<file path="src/rtl/lwi_pkg.sv">
package lwi_pkg;
   typedef enum logic [1:0] {
      DIR_NONE  = 2'd0,
      DIR_UPPER = 2'd1,
      DIR_LOWER = 2'd2
   } cross_dir_e;
endpackage

</file>
<file path="src/rtl/lwi_classify.sv">
module lwi_classify #(
   parameter int DATA_W = 16
) (
   input  logic [DATA_W-1:0] smp_data,
   input  logic [DATA_W-1:0] thr_upper,
   input  logic [DATA_W-1:0] thr_lower,
   output logic              above,
   output logic              below
);
   if (DATA_W < 2) begin : g_bad_width
      $error("lwi_classify: DATA_W must be at least 2");
   end

   // upper crossing has priority when bounds are inverted
   always_comb begin
      above = (smp_data > thr_upper);
      below = !above && (smp_data < thr_lower);
   end
endmodule

</file>
<file path="src/rtl/lwi_persist.sv">
module lwi_persist
   import lwi_pkg::*;
#(
   parameter int PERS_W = 2
) (
   input  logic              clk,
   input  logic              rst_n,
   input  logic              en,
   input  logic              vld,
   input  logic              above,
   input  logic              below,
   input  logic [PERS_W-1:0] pers_sel,
   output logic              hit_upper,
   output logic              hit_lower
);
   localparam int MAX_TGT = 1 << ((1 << PERS_W) - 1);
   localparam int CNT_W   = $clog2(MAX_TGT) + 1;

   if (PERS_W < 1 || PERS_W > 3) begin : g_bad_pers
      $error("lwi_persist: PERS_W must be 1..3");
   end

   cross_dir_e       dir_q, dir_d;
   logic [CNT_W-1:0] cnt_q, cnt_d, target;

   always_comb begin
      target = CNT_W'(1) << pers_sel;
      dir_d  = dir_q;
      cnt_d  = cnt_q;
      if (!en) begin
         dir_d = DIR_NONE;
         cnt_d = '0;
      end else if (vld) begin
         if (above || below) begin
            dir_d = above ? DIR_UPPER : DIR_LOWER;
            if (dir_q == dir_d)
               cnt_d = (cnt_q >= target) ? target : cnt_q + CNT_W'(1);
            else
               cnt_d = CNT_W'(1);
         end else begin
            dir_d = DIR_NONE;
            cnt_d = '0;
         end
      end
   end

   always_ff @(posedge clk or negedge rst_n) begin
      if (!rst_n) begin
         dir_q <= DIR_NONE;
         cnt_q <= '0;
      end else begin
         dir_q <= dir_d;
         cnt_q <= cnt_d;
      end
   end

   always_comb begin
      hit_upper = en && vld && above && (cnt_d == target);
      hit_lower = en && vld && below && (cnt_d == target);
   end

   AST_CNT_BOUND: assert property (@(posedge clk) disable iff (!rst_n)
      cnt_q <= CNT_W'(MAX_TGT));
   AST_DISABLE_EMPTIES: assert property (@(posedge clk) disable iff (!rst_n)
      !en |=> cnt_q == '0);
   AST_GAP_HOLDS: assert property (@(posedge clk) disable iff (!rst_n)
      en && !vld |=> $stable(cnt_q));
   AST_WINDOW_EMPTIES: assert property (@(posedge clk) disable iff (!rst_n)
      en && vld && !above && !below |=> cnt_q == '0);
endmodule

</file>
<file path="src/rtl/lwi_flags.sv">
module lwi_flags #(
   parameter int DATA_W  = 16,
   parameter int LO_BIT  = 15,
   parameter int HI_BIT  = 14,
   parameter bit IRQ_REG = 1'b0
) (
   input  logic              clk,
   input  logic              rst_n,
   input  logic              en,
   input  logic              hit_upper,
   input  logic              hit_lower,
   input  logic              rd,
   output logic [DATA_W-1:0] status,
   output logic              irq_n
);
   if (LO_BIT >= DATA_W || HI_BIT >= DATA_W || LO_BIT == HI_BIT) begin : g_bad_bits
      $error("lwi_flags: flag bit positions invalid");
   end

   logic flag_lo, flag_hi, irq_act;

   // read clears first, a same-edge event sets afterwards
   always_ff @(posedge clk or negedge rst_n) begin
      if (!rst_n) begin
         flag_lo <= 1'b0;
         flag_hi <= 1'b0;
      end else begin
         flag_lo <= hit_lower | (flag_lo & ~rd);
         flag_hi <= hit_upper | (flag_hi & ~rd);
      end
   end

   for (genvar b = 0; b < DATA_W; b++) begin : g_stat
      if (b == LO_BIT) begin : g_lo
         assign status[b] = flag_lo;
      end else if (b == HI_BIT) begin : g_hi
         assign status[b] = flag_hi;
      end else begin : g_zero
         assign status[b] = 1'b0;
      end
   end

   assign irq_act = en & (flag_lo | flag_hi);

   if (IRQ_REG) begin : g_irq_reg
      always_ff @(posedge clk or negedge rst_n) begin
         if (!rst_n) irq_n <= 1'b1;
         else        irq_n <= ~irq_act;
      end
   end else begin : g_irq_comb
      assign irq_n = ~irq_act;
      AST_IRQ_GATED: assert property (@(posedge clk) disable iff (!rst_n)
         !en |-> irq_n);
   end

   AST_READ_CLEARS: assert property (@(posedge clk) disable iff (!rst_n)
      rd && !hit_upper && !hit_lower |=> status == '0);
   AST_LO_HOLDS: assert property (@(posedge clk) disable iff (!rst_n)
      flag_lo && !rd |=> flag_lo);
   AST_HI_HOLDS: assert property (@(posedge clk) disable iff (!rst_n)
      flag_hi && !rd |=> flag_hi);
endmodule

</file>
<file path="src/rtl/lux_window_irq.sv">
module lux_window_irq #(
   parameter int DATA_W  = 16,
   parameter int PERS_W  = 2,
   parameter int LO_BIT  = 15,
   parameter int HI_BIT  = 14,
   parameter bit IRQ_REG = 1'b0
) (
   input  logic              clk,
   input  logic              rst_n,
   input  logic              smp_vld,
   input  logic [DATA_W-1:0] smp_data,
   input  logic [DATA_W-1:0] thr_upper,
   input  logic [DATA_W-1:0] thr_lower,
   input  logic [PERS_W-1:0] pers_sel,
   input  logic              irq_en,
   input  logic              stat_rd,
   output logic [DATA_W-1:0] stat_word,
   output logic              irq_n
);
   logic above, below, hit_upper, hit_lower;

   lwi_classify #(.DATA_W(DATA_W)) u_cls (
      .smp_data (smp_data),
      .thr_upper(thr_upper),
      .thr_lower(thr_lower),
      .above    (above),
      .below    (below)
   );

   lwi_persist #(.PERS_W(PERS_W)) u_per (
      .clk      (clk),
      .rst_n    (rst_n),
      .en       (irq_en),
      .vld      (smp_vld),
      .above    (above),
      .below    (below),
      .pers_sel (pers_sel),
      .hit_upper(hit_upper),
      .hit_lower(hit_lower)
   );

   lwi_flags #(.DATA_W(DATA_W), .LO_BIT(LO_BIT), .HI_BIT(HI_BIT), .IRQ_REG(IRQ_REG)) u_flg (
      .clk      (clk),
      .rst_n    (rst_n),
      .en       (irq_en),
      .hit_upper(hit_upper),
      .hit_lower(hit_lower),
      .rd       (stat_rd),
      .status   (stat_word),
      .irq_n    (irq_n)
   );

   AST_ONE_DIRECTION: assert property (@(posedge clk) disable iff (!rst_n)
      $onehot0({hit_upper, hit_lower}));
   AST_NO_SET_DISABLED: assert property (@(posedge clk) disable iff (!rst_n)
      !irq_en |=> !$rose(stat_word[LO_BIT]) && !$rose(stat_word[HI_BIT]));
endmodule

</file>
<file path="config.mk">
export PLATFORM = sky130hd
export DESIGN_NAME = lux_window_irq
export DESIGN_NICKNAME = d
export VERILOG_FILES = /design/src/rtl/lwi_pkg.sv /design/src/rtl/lwi_classify.sv /design/src/rtl/lwi_persist.sv /design/src/rtl/lwi_flags.sv /design/src/rtl/lux_window_irq.sv
export SDC_FILE = /design/constraint.sdc
export NUM_CORES = 1
export LEC_CHECK = 0
export ABC_AREA = 1
export BUFFER_PORTS_ARGS = -buffer_cell sky130_fd_sc_hd__buf_2
export CORE_ASPECT_RATIO = 0.5
export CORE_MARGIN = 5
export CORE_UTILIZATION = 40
export DETAILED_ROUTE_END_ITERATION = 8
export HOLD_SLACK_MARGIN = 0.02
export PLACE_DENSITY_LB_ADDON = 0.2
export SYNTH_ARGS = -nofsm -noshare
export SYNTH_HDL_FRONTEND = slang
export SYNTH_SLANG_ARGS = --single-unit
</file>
<file path="constraint.sdc">
create_clock -name clk -period 2.25 [get_ports clk]
set_input_delay 0.1125 -clock clk [delete_from_list [all_inputs] [get_ports clk]]
set_output_delay 0.1125 -clock clk [all_outputs]
set_load 0.01 [all_outputs]
</file>
==> results of run 1 <==
-- synthesized netlist by cell type (2+ instances only) --
library cell / number / area, um^2
a21oi_1: 13 / 65.1
nand2_1: 57 / 214
buf_4: 16 / 120
nand3_1: 13 / 65.1
nand2_4: 4 / 45.0
ha_1: 36 / 450
nor2_1: 14 / 52.6
inv_1: 55 / 206
nand2_2: 8 / 50.1
nand4_1: 2 / 12.5
o21ai_1: 2 / 10.0
dfrtp_1: 8 / 200
nand3_2: 3 / 30.0
o21ai_0: 7 / 35.0
inv_2: 2 / 7.51
a21oi_2: 2 / 17.5
nor2_2: 3 / 18.8
a21o_1: 2 / 15.0
-- state kept, by name (all words and copies together) (netlist names) --
signal	flops
u_per.cnt_q	4
u_flg.flag_hi	1
u_per.dir_q	2
u_flg.flag_lo	1
-- layout make-up --
class,instances,share of cell area
multi-input cells,189,0.596
repair buffers,58,0.146
inverters,57,0.106
flip-flops and latches,8,0.0989
well taps,54,0.0334
clock buffers,3,0.0204
-- cell families (layout without fill, tap and decap cells) --
kind of cell	after synthesis	count (layout)	synth area share
AO/OA/AOI/OAI	28	28	0.0928
other	1	14	0.00223
adder cells (fa/ha/maj)	36	36	0.267
XOR/XNOR	2	2	0.0104
AND/OR/NAND/NOR	109	109	0.310
flip-flops	8	8	0.119
buffers and inverters	73	118	0.198
-- power by group through the flow --
stage	Clock (mW)	Combinational [mW]	Sequential, mW
6_report	0.181	0.329	0.161
3_3_place_gp	0	0.317	0.162
2_1_floorplan	0	0.244	0.160
4_1_cts	0.180	0.328	0.160
3_5_place_dp	0	0.325	0.162
5_1_grt	0.193	0.384	0.161
-- worst max path at each step --
stage / startpoint / to / slack, ns / cells after the start
detailed placement: pers_sel[0] / u_flg.flag_lo$_DFF_PN0_ / 0.18 / 18
CTS: u_per.cnt_q[1]$_DFF_PN0_ / u_flg.flag_lo$_DFF_PN0_ / 0.20 / 14
floorplan: u_per.cnt_q[3]$_DFF_PN0_ / u_flg.flag_lo$_DFF_PN0_ / 0.44 / 13
finish: u_per.cnt_q[3]$_DFF_PN0_ / u_flg.flag_lo$_DFF_PN0_ / 0.22 / 12
global route: u_per.cnt_q[1]$_DFF_PN0_ / u_flg.flag_lo$_DFF_PN0_ / 0.007 / 14
global placement: pers_sel[0] / u_flg.flag_lo$_DFF_PN0_ / 0.20 / 18
-- worst register-to-register path, stage by stage, from the launching register on --
cell and delay (ns):
dfrtp_1 0.40, ha_1 0.34, a21oi_1 0.20, nand3_2 0.17, nand2_1 0.09, o21ai_0 0.08
nor2_1 0.13, nand3_2 0.12, nand3_1 0.08, nand2_1 0.06, nor2_2 0.14, nand3_1 0.09
nand2_1 0.07
-- cells in the final DEF (no fill, tap or decap), types with 2 or more instances in the layout --
cell and count:
a21o_1 2, a21oi_1 13, a21oi_2 2, buf_2 57, clkbuf_8 3, conb_1 14
dfrtp_1 8, ha_1 36, inv_1 55, inv_2 2, nand2_1 57, nand2_2 8
nand2_4 4, nand3_1 12, nand3_2 4, nand4_1 2, nor2_1 14, nor2_2 3
o21ai_0 7, o21ai_1 2
-- through the flow --
stage                     utilization  setup WS (ns)
after global placement          0.494          0.202
after floorplan                     -          0.442
after global routing            0.508        0.00726
final                           0.508          0.215
after detailed placement        0.494          0.184
after CTS                       0.507          0.204
-- per-layer routing --
layer  global-route usage  wire length [um]
met1                0.170              1650
met3               0.0238               353
met5                    0                 0
met2                0.219              1700
met4               0.0227                12
-- timing repair --
action	in CTS	in global routing
endpoints found under the hold margin	8	0
gates resized for setup	0	1
hold buffers	1	0
endpoints found under the setup margin	0	2
==> results.cfg, run 1 <==
[die]
start_util = 0.423
rows = 16
die_w_um = 102
die-area_um2 = 5690
die-height_um = 55.9
fp.coreArea_um2 = 3980
io_pins = 72

[yosys]
synth_seq_cells = 8
synth_cells = 257
synth-edff-count = 0
async_flop_share = 1.00
ys.flop_type = dfrtp_1
ys_seq_area_frac = 0.119
syn_area_per_cell_um2 = 6.56
synth_area_um2 = 1690
yosys_warnings = 0
synth.distinct_cells = 28

[cells_and_area]
design_area_um2 = 2020
layout.cells.non_filler = 369
fillers = 436
multi_input_area_um2 = 1200
seq_area_um2 = 200
syn_to_final_growth_pct = 20.0
drive_above_1_share = 0.267
nets = 408
n_antenna_cell = 0

[setup_path]
crit_path_end_kind = flip-flop
crit_type = reg -> reg
cp.arrival_ns = 2.20
crit_chain = ha_1 > a21oi_1 > nand3_2 > nand2_1 > o21ai_0 > nor2_1 > nand3_2 > nand3_1 > nand2_1 > nor2_2 > nand3_1 > nand2_1
cp-start-kind = flip-flop
reg2reg_setup_slack_ns = 0.22
cp_slowest_cell = dfrtp_1
r2r_cells = 12
regToRegEndpoint = u_flg.flag_lo$_DFF_PN0_
cp.required_ns = 2.41
crit_top_cell = nand2_1
critical_path.max_stage_delay_ns = 0.40
path_buf_inv = 0
crit_family = simple AND/OR/NAND/NOR gates
timing.rr.start = u_per.cnt_q[3]$_DFF_PN0_
worst-path-max-fanout = 8

[placement]
place_inst = 365
post_dp_cell_area_um2 = 1970
io_buffers = 57
gp_congestion = 0.964
hpwl_um = 3330

[timing]
hold_ws_ns = 0.145
skew_ns = 0.0116
setup_viol = 0
period_minus_slack_ns = 2.03
post-route-period-util = 0.904
rsz0062_at_grt = false
fin_tns_setup_ns = 0
max_freq_mhz = 491
hold_viol = 0
drv_slew = 0

[global_route]
grt_use_total = 0.129
grt_pass1_wl_um = 6080
overflow = 0
grt_max_degree = 9
grt_antenna_before_repair = 0
grt_pass1_vias = 1473

[power]
p_seq_frac = 0.240
power.total_mw = 0.670
clkPwrFrac = 0.270
p_sw_mw = 0.265
p_leak_nw = 1.31
vdd_drop_max_uv = 232
power.share.switching = 0.395
powerDensity_nw_per_um2 = 331
internal_power_mw = 0.405
pwr-share-comb = 0.491

[status]
outcome = completed

[min_path]
hold_path_class = in -> reg
min_to = u_flg.flag_hi$_DFF_PN0_
hp-start = stat_rd
whs_path_depth = 4

[drt]
routed_wl_um = 3720
viasPerCell = 4.47
ant_nets = 0
first_iter_violations = 26
post_drt_wl_per_cell_um = 10.1
vias = 1649
drcViolationCount = 0
first_pass_iters = 5

[clocking]
cts_made_buffers = 3
cts_buffer_depth = 2
clk_pin_slew_ns = 0.05
clock_latency_ns = 0.24
cts-root-buf = clkbuf_8
cts.htree.levels = 1
cts_setup_buffers = 0
cts_tree = done
cts_sinks = 8

[job]
drv_cap = 0
Note: power is estimated with default switching activity, not from simulation.
==> inputs of run 2 (changes only) <==
ABC_AREA = default   (was 1)
==> results.cfg, run 2 <==
[global_route]
grt_use_total = 0.151
grt_antenna_before_repair = 0
overflow = 0
grt_pass1_wl_um = 6710
grt_max_degree = 9
grt_pass1_vias = 1627

[drt]
drcViolationCount = 0
first_pass_iters = 4
viasPerCell = 4.74
first_iter_violations = 37
vias = 1696
ant_nets = 0
post_drt_wl_per_cell_um = 11.1
routed_wl_um = 3980

[cells_and_area]
design_area_um2 = 2340
top_register = u_per.cnt_q
drive_above_1_share = 0.408
n_antenna_cell = 0
syn_to_final_growth_pct = 46.3
reg_top3 = u_per.cnt_q x4, u_per.dir_q x2
layout.core_utilization = 0.604
final_common_cell = buf_2
nets = 397
largest_reg_flops = 4
final_cell_mix = buf_2, buf_4, inv_1, ha_1, a21oi_1

[timing]
skew_ns = 0.00411
max_freq_mhz = 379
drv_slew = 0
period_minus_slack_ns = 2.64
hold_ws_ns = 0.214
rsz0062_at_grt = true
fin_ws_ns = -0.388
setup_viol = 2
hold_viol = 0
post-route-period-util = 1.17

[setup_path]
cp.required_ns = 2.40
reg2reg_setup_slack_ns = -0.39
crit_type = reg -> reg
cp-start-kind = flip-flop
worst-path-max-fanout = 4
crit_path_end_kind = flip-flop
cp.arrival_ns = 2.79

[yosys]
synth-edff-count = 0
synth-xor-area-share = 0.0109
synthMuxAreaShare = 0.0281
ys.flop_type = dfrtp_1
synth.distinct_cells = 48
synth_top_family_by_area = adder cells
yosys-top-cells-count = ha_1, inv_1, a21oi_1, buf_4, nand2_1
synth-simple-area-share = 0.189
async_flop_share = 1.00
synth.most_common_cell = ha_1
synthTopCellsByArea = ha_1, dfrtp_1, inv_1
synthAdderAreaFrac = 0.281
synth_compound_area_frac = 0.207
synth_area_um2 = 1600
syn_area_per_cell_um2 = 8.09
yosys_warnings = 0
synth_top_area_cell = ha_1
synth_cells = 198
ys_seq_area_frac = 0.125
synth_seq_cells = 8
synth_top_area_share = 0.281

[power]
powerDensity_nw_per_um2 = 289
vdd_drop_max_uv = 299
power.share.switching = 0.326
internal_power_mw = 0.457
clkPwrFrac = 0.256
p_sw_mw = 0.221
power.total_mw = 0.678
pwr-share-comb = 0.518
p_leak_nw = 1.32
p_seq_frac = 0.226

[die]
die-height_um = 54.8
io_pins = 72
rows = 16
fp.coreArea_um2 = 3880
die_w_um = 99.5
die-area_um2 = 5450
start_util = 0.413

[clocking]
clock_latency_ns = 0.23
cts_sinks = 8
cts_tree = done
cts_made_buffers = 3
cts_buffer_depth = 2
clk_pin_slew_ns = 0.04
cts.htree.levels = 1
cts-root-buf = clkbuf_8

[status]
outcome = finished, violations left
violations = negative setup slack

[job]
drv_cap = 0

[placement]
gp_congestion = 0.832
place_ws_ns = -0.494
io_buffers = 57
hpwl_um = 3600
post_dp_cell_area_um2 = 2230

[min_path]
hold_path_class = in -> reg
run 2: cell types whose count changed after synthesis, sizes merged, moves of 3 or more:
cell / previous run / this run
o31ai: 0 / 3
mux2i: 0 / 3
nand3: 16 / 4
nand2b: 0 / 3
o21ai: 9 / 6
nand2: 69 / 13
nor2: 17 / 5
nand4: 2 / 8
a22o: 0 / 3
nor2b: 0 / 6
inv: 57 / 35
run 2: final timing paths:
kind	from	end	depth (start not counted)
setup / recovery	u_per.cnt_q[0]$_DFF_PN0_	u_flg.flag_hi$_DFF_PN0_	12
hold / removal	stat_rd	u_flg.flag_lo$_DFF_PN0_	4
setup reg to reg	u_per.cnt_q[0]$_DFF_PN0_	u_flg.flag_hi$_DFF_PN0_	12
hold reg to reg	u_per.dir_q[1]$_DFFE_PN0P_	u_per.dir_q[1]$_DFFE_PN0P_	2
max in group asynchronous	rst_n	u_flg.flag_lo$_DFF_PN0_	2
min in group asynchronous	rst_n	u_per.cnt_q[0]$_DFF_PN0_	2
run 2: what timing repair did:
action | 4_1_cts | 5_1_grt
pin swaps | 8 | 11
resized for setup | 4 | 2
hold buffers | 1 | 0
buffers inserted | 3 | 0
setup endpoints to repair | 2 | 3
hold endpoints to repair | 8 | 0
run 2: final cells by class:
cell class / instances / area [um^2]
clock buffer: 3 / 41.3
tap: 54 / 67.6
multi-input combinational: 152 / 1240
inverter: 35 / 131
sequential: 8 / 200
fill: 377 / 1540
timing repair buffer: 106 / 659
run 2: through the flow:
stage | setup TNS, ns | cells
final | -0.771 | 358
after detailed placement | -0.978 | 351
after floorplan | -0.770 | 211
after CTS | -0.987 | 358
after global placement | -0.805 | 351
after global routing | -1.01 | 358
run 2: layer usage:
| layer | vias up | part of all wire | GRT usage | routed length, um |
|---|---|---|---|---|
| met4 | 0 | 0.0028 | 0.0295 | 11 |
| met3 | 2 | 0.063 | 0.0293 | 252 |
| met1 | 750 | 0.45 | 0.183 | 1780 |
| met2 | 52 | 0.49 | 0.289 | 1940 |
| li1 | 892 | - | - | - |
| met5 | - | 0 | 0 | 0 |
run 2: power by group through the flow:
stage	Combinational (mW)	Sequential [mW]	Clock, mW
6_report	0.352	0.153	0.174
3_5_place_dp	0.337	0.155	0
5_1_grt	0.402	0.153	0.189
4_1_cts	0.352	0.153	0.179
3_3_place_gp	0.328	0.155	0
2_1_floorplan	0.196	0.156	0
run 2: worst max-delay path: stages, from the launching register on:
cell and delay (ns):
dfrtp_1 0.38, inv_2 0.08, ha_4 0.19, nand2b_4 0.14, a2111oi_4 0.33, nor3_4 0.09, mux2_4 0.31, o2111a_1 0.23
o211a_1 0.25, buf_6 0.14, and4bb_2 0.31, a21oi_1 0.06, o21ai_1 0.07
run 2: kinds of logic (layout without fill, tap and decap cells):
group	after synthesis	in the layout
adders and majority gates	36	36
DFF	8	8
buffers and inverters	51	144
muxes	4	4
and+or+nand+nor	51	51
other	1	14
xor gates and xnor gates	2	2
AOI/OAI and AO/OA	45	45
==> inputs of run 3 (changes only) <==
CTS_BUF_LIST = sky130_fd_sc_hd__clkbuf_4   (was default)
==> results.cfg, run 3 (synthesized netlist as in run 2, its figures left out) <==
[cells_and_area]
largest_reg_flops = 4
drive_above_1_share = 0.406
layout.core_utilization = 0.594
syn_to_final_growth_pct = 44.0
layout.cells.non_filler = 357
reg_top3 = u_per.cnt_q x4, u_per.dir_q x2
n_antenna_cell = 0
top_register = u_per.cnt_q
design_area_um2 = 2310
final_cell_mix = buf_2, buf_4, inv_1, ha_1, a21oi_1
fillers = 382
final_common_cell = buf_2
nets = 396

[clocking]
cts_made_buffers = 3
clk_pin_slew_ns = 0.05
cts_tree = done
cts_buffer_depth = 2
clock_latency_ns = 0.25
cts_sinks = 8
cts-root-buf = clkbuf_4
cts.htree.levels = 1

[min_path]
whs_path_depth = 4
hold_path_class = in -> reg
min_to = u_flg.flag_lo$_DFF_PN0_
hp-start = stat_rd

[power]
internal_power_mw = 0.400
clkPwrFrac = 0.179
powerDensity_nw_per_um2 = 265
vdd_drop_max_uv = 238
p_seq_frac = 0.249
p_leak_nw = 1.30
power.share.switching = 0.346
p_sw_mw = 0.212
pwr-share-comb = 0.572

[drt]
routed_wl_um = 3990
wl_met3_um = 252
m1WireLength_um = 1760
viasPerCell = 4.76
vias = 1698
wl_met2_um = 1980
post_drt_wl_per_cell_um = 11.2
first_pass_iters = 4
highest_layer = met3
first_iter_violations = 39
ant_nets = 0
drcViolationCount = 0

[timing]
hold_viol = 0
rsz0062_at_grt = true
period_minus_slack_ns = 2.67
setup_viol = 2
drv_slew = 0
post-route-period-util = 1.19
fin_tns_setup_ns = -0.824
max_freq_mhz = 375
skew_ns = 0.000549
fin_ws_ns = -0.418

[die]
start_util = 0.413
die_w_um = 99.5
fp.coreArea_um2 = 3880
io_pins = 72
rows = 16
die-height_um = 54.8
die-area_um2 = 5450

[placement]
post_dp_cell_area_um2 = 2230
place_ws_ns = -0.494
gp_congestion = 0.832
place_inst = 351
io_buffers = 57
hpwl_um = 3600

[global_route]
grt_antenna_before_repair = 0
grt_max_degree = 9
grt_use_total = 0.151
grt_pass1_vias = 1634
grt_pass1_wl_um = 6720
overflow = 0

[setup_path]
path_buf_inv = 1
critical_path.max_stage_delay_ns = 0.38
crit_family = compound AO/OA/AOI/OAI gates
cp_slowest_cell = dfrtp_1
r2r_cells = 11
crit_path_end_kind = flip-flop
regToRegEndpoint = u_flg.flag_lo$_DFF_PN0_
worst-path-max-fanout = 5
timing.rr.start = u_per.cnt_q[0]$_DFF_PN0_
cp.arrival_ns = 2.80
crit_type = reg -> reg
cp-start-kind = flip-flop
cp.required_ns = 2.38
crit_chain = inv_2 > ha_4 > nand2b_4 > a2111oi_4 > nor3_4 > mux2_4 > o32a_1 > o211a_4 > and4b_1 > o31ai_2 > o21ai_1
reg2reg_setup_slack_ns = -0.42

[job]
drv_cap = 0

[status]
violations = negative setup slack
outcome = finished, violations left
run 3: timing repair:
action,4_1_cts,5_1_grt
resized for setup,3,1
buffers inserted,2,0
setup endpoints to repair,2,2
hold buffers,1,0
pin swaps,2,0
endpoints found under the hold margin,8,0
run 3: how the worst max path moves through the flow:
stage,startpoint,end,slack (ns),cells after the start
final,u_per.cnt_q[0]$_DFF_PN0_,u_flg.flag_lo$_DFF_PN0_,-0.42,11
after global routing,u_per.cnt_q[0]$_DFF_PN0_,u_flg.flag_lo$_DFF_PN0_,-0.52,11
after floorplan,u_per.cnt_q[0]$_DFF_PN0_,u_flg.flag_hi$_DFF_PN0_,-0.38,11
after global placement,pers_sel[1],u_flg.flag_lo$_DFF_PN0_,-0.40,12
after detailed placement,pers_sel[1],u_flg.flag_hi$_DFF_PN0_,-0.49,12
after CTS,u_per.cnt_q[0]$_DFF_PN0_,u_flg.flag_lo$_DFF_PN0_,-0.44,11
run 3: area by class of cell:
class / instances / area, um^2 / area share
Tap cell: 54 / 67.6 / 0.0293
Sequential cell: 8 / 200 / 0.0867
Inverter: 35 / 131 / 0.0569
Timing Repair Buffer: 105 / 648 / 0.281
Multi-Input combinational cell: 152 / 1240 / 0.537
Clock buffer: 3 / 22.5 / 0.00976
run 3: stage by stage:
| step | hold WS, ns | power, mW |
|---|---|---|
| floorplan | -0.183 | 0.351 |
| global placement | -0.0352 | 0.482 |
| detailed placement | -0.0313 | 0.491 |
| CTS | 0.181 | 0.616 |
| global route | 0.189 | 0.678 |
| finish | 0.184 | 0.612 |
run 3: layer usage:
layer,vias to the layer above,GRT usage
met5,-,0
met4,0,0.0204
met3,0,0.0305
met2,48,0.292
met1,761,0.182
li1,889,-
run 3: worst min-delay path, delay by kind of cell:
family,cells,cell delay [ns]
AOI/OAI and AO/OA,2,0.15
buffers and inverters,1,0.09
and+or+nand+nor,1,0.04
run 3: power groups by stage:
stage                     Combinational, mW  Sequential (mW)  Clock [mW]
after floorplan                       0.196            0.156           0
after global placement                0.328            0.155           0
after detailed placement              0.337            0.155           0
after CTS                             0.350            0.153       0.114
after global routing                  0.402            0.153       0.123
final                                 0.350            0.153       0.110
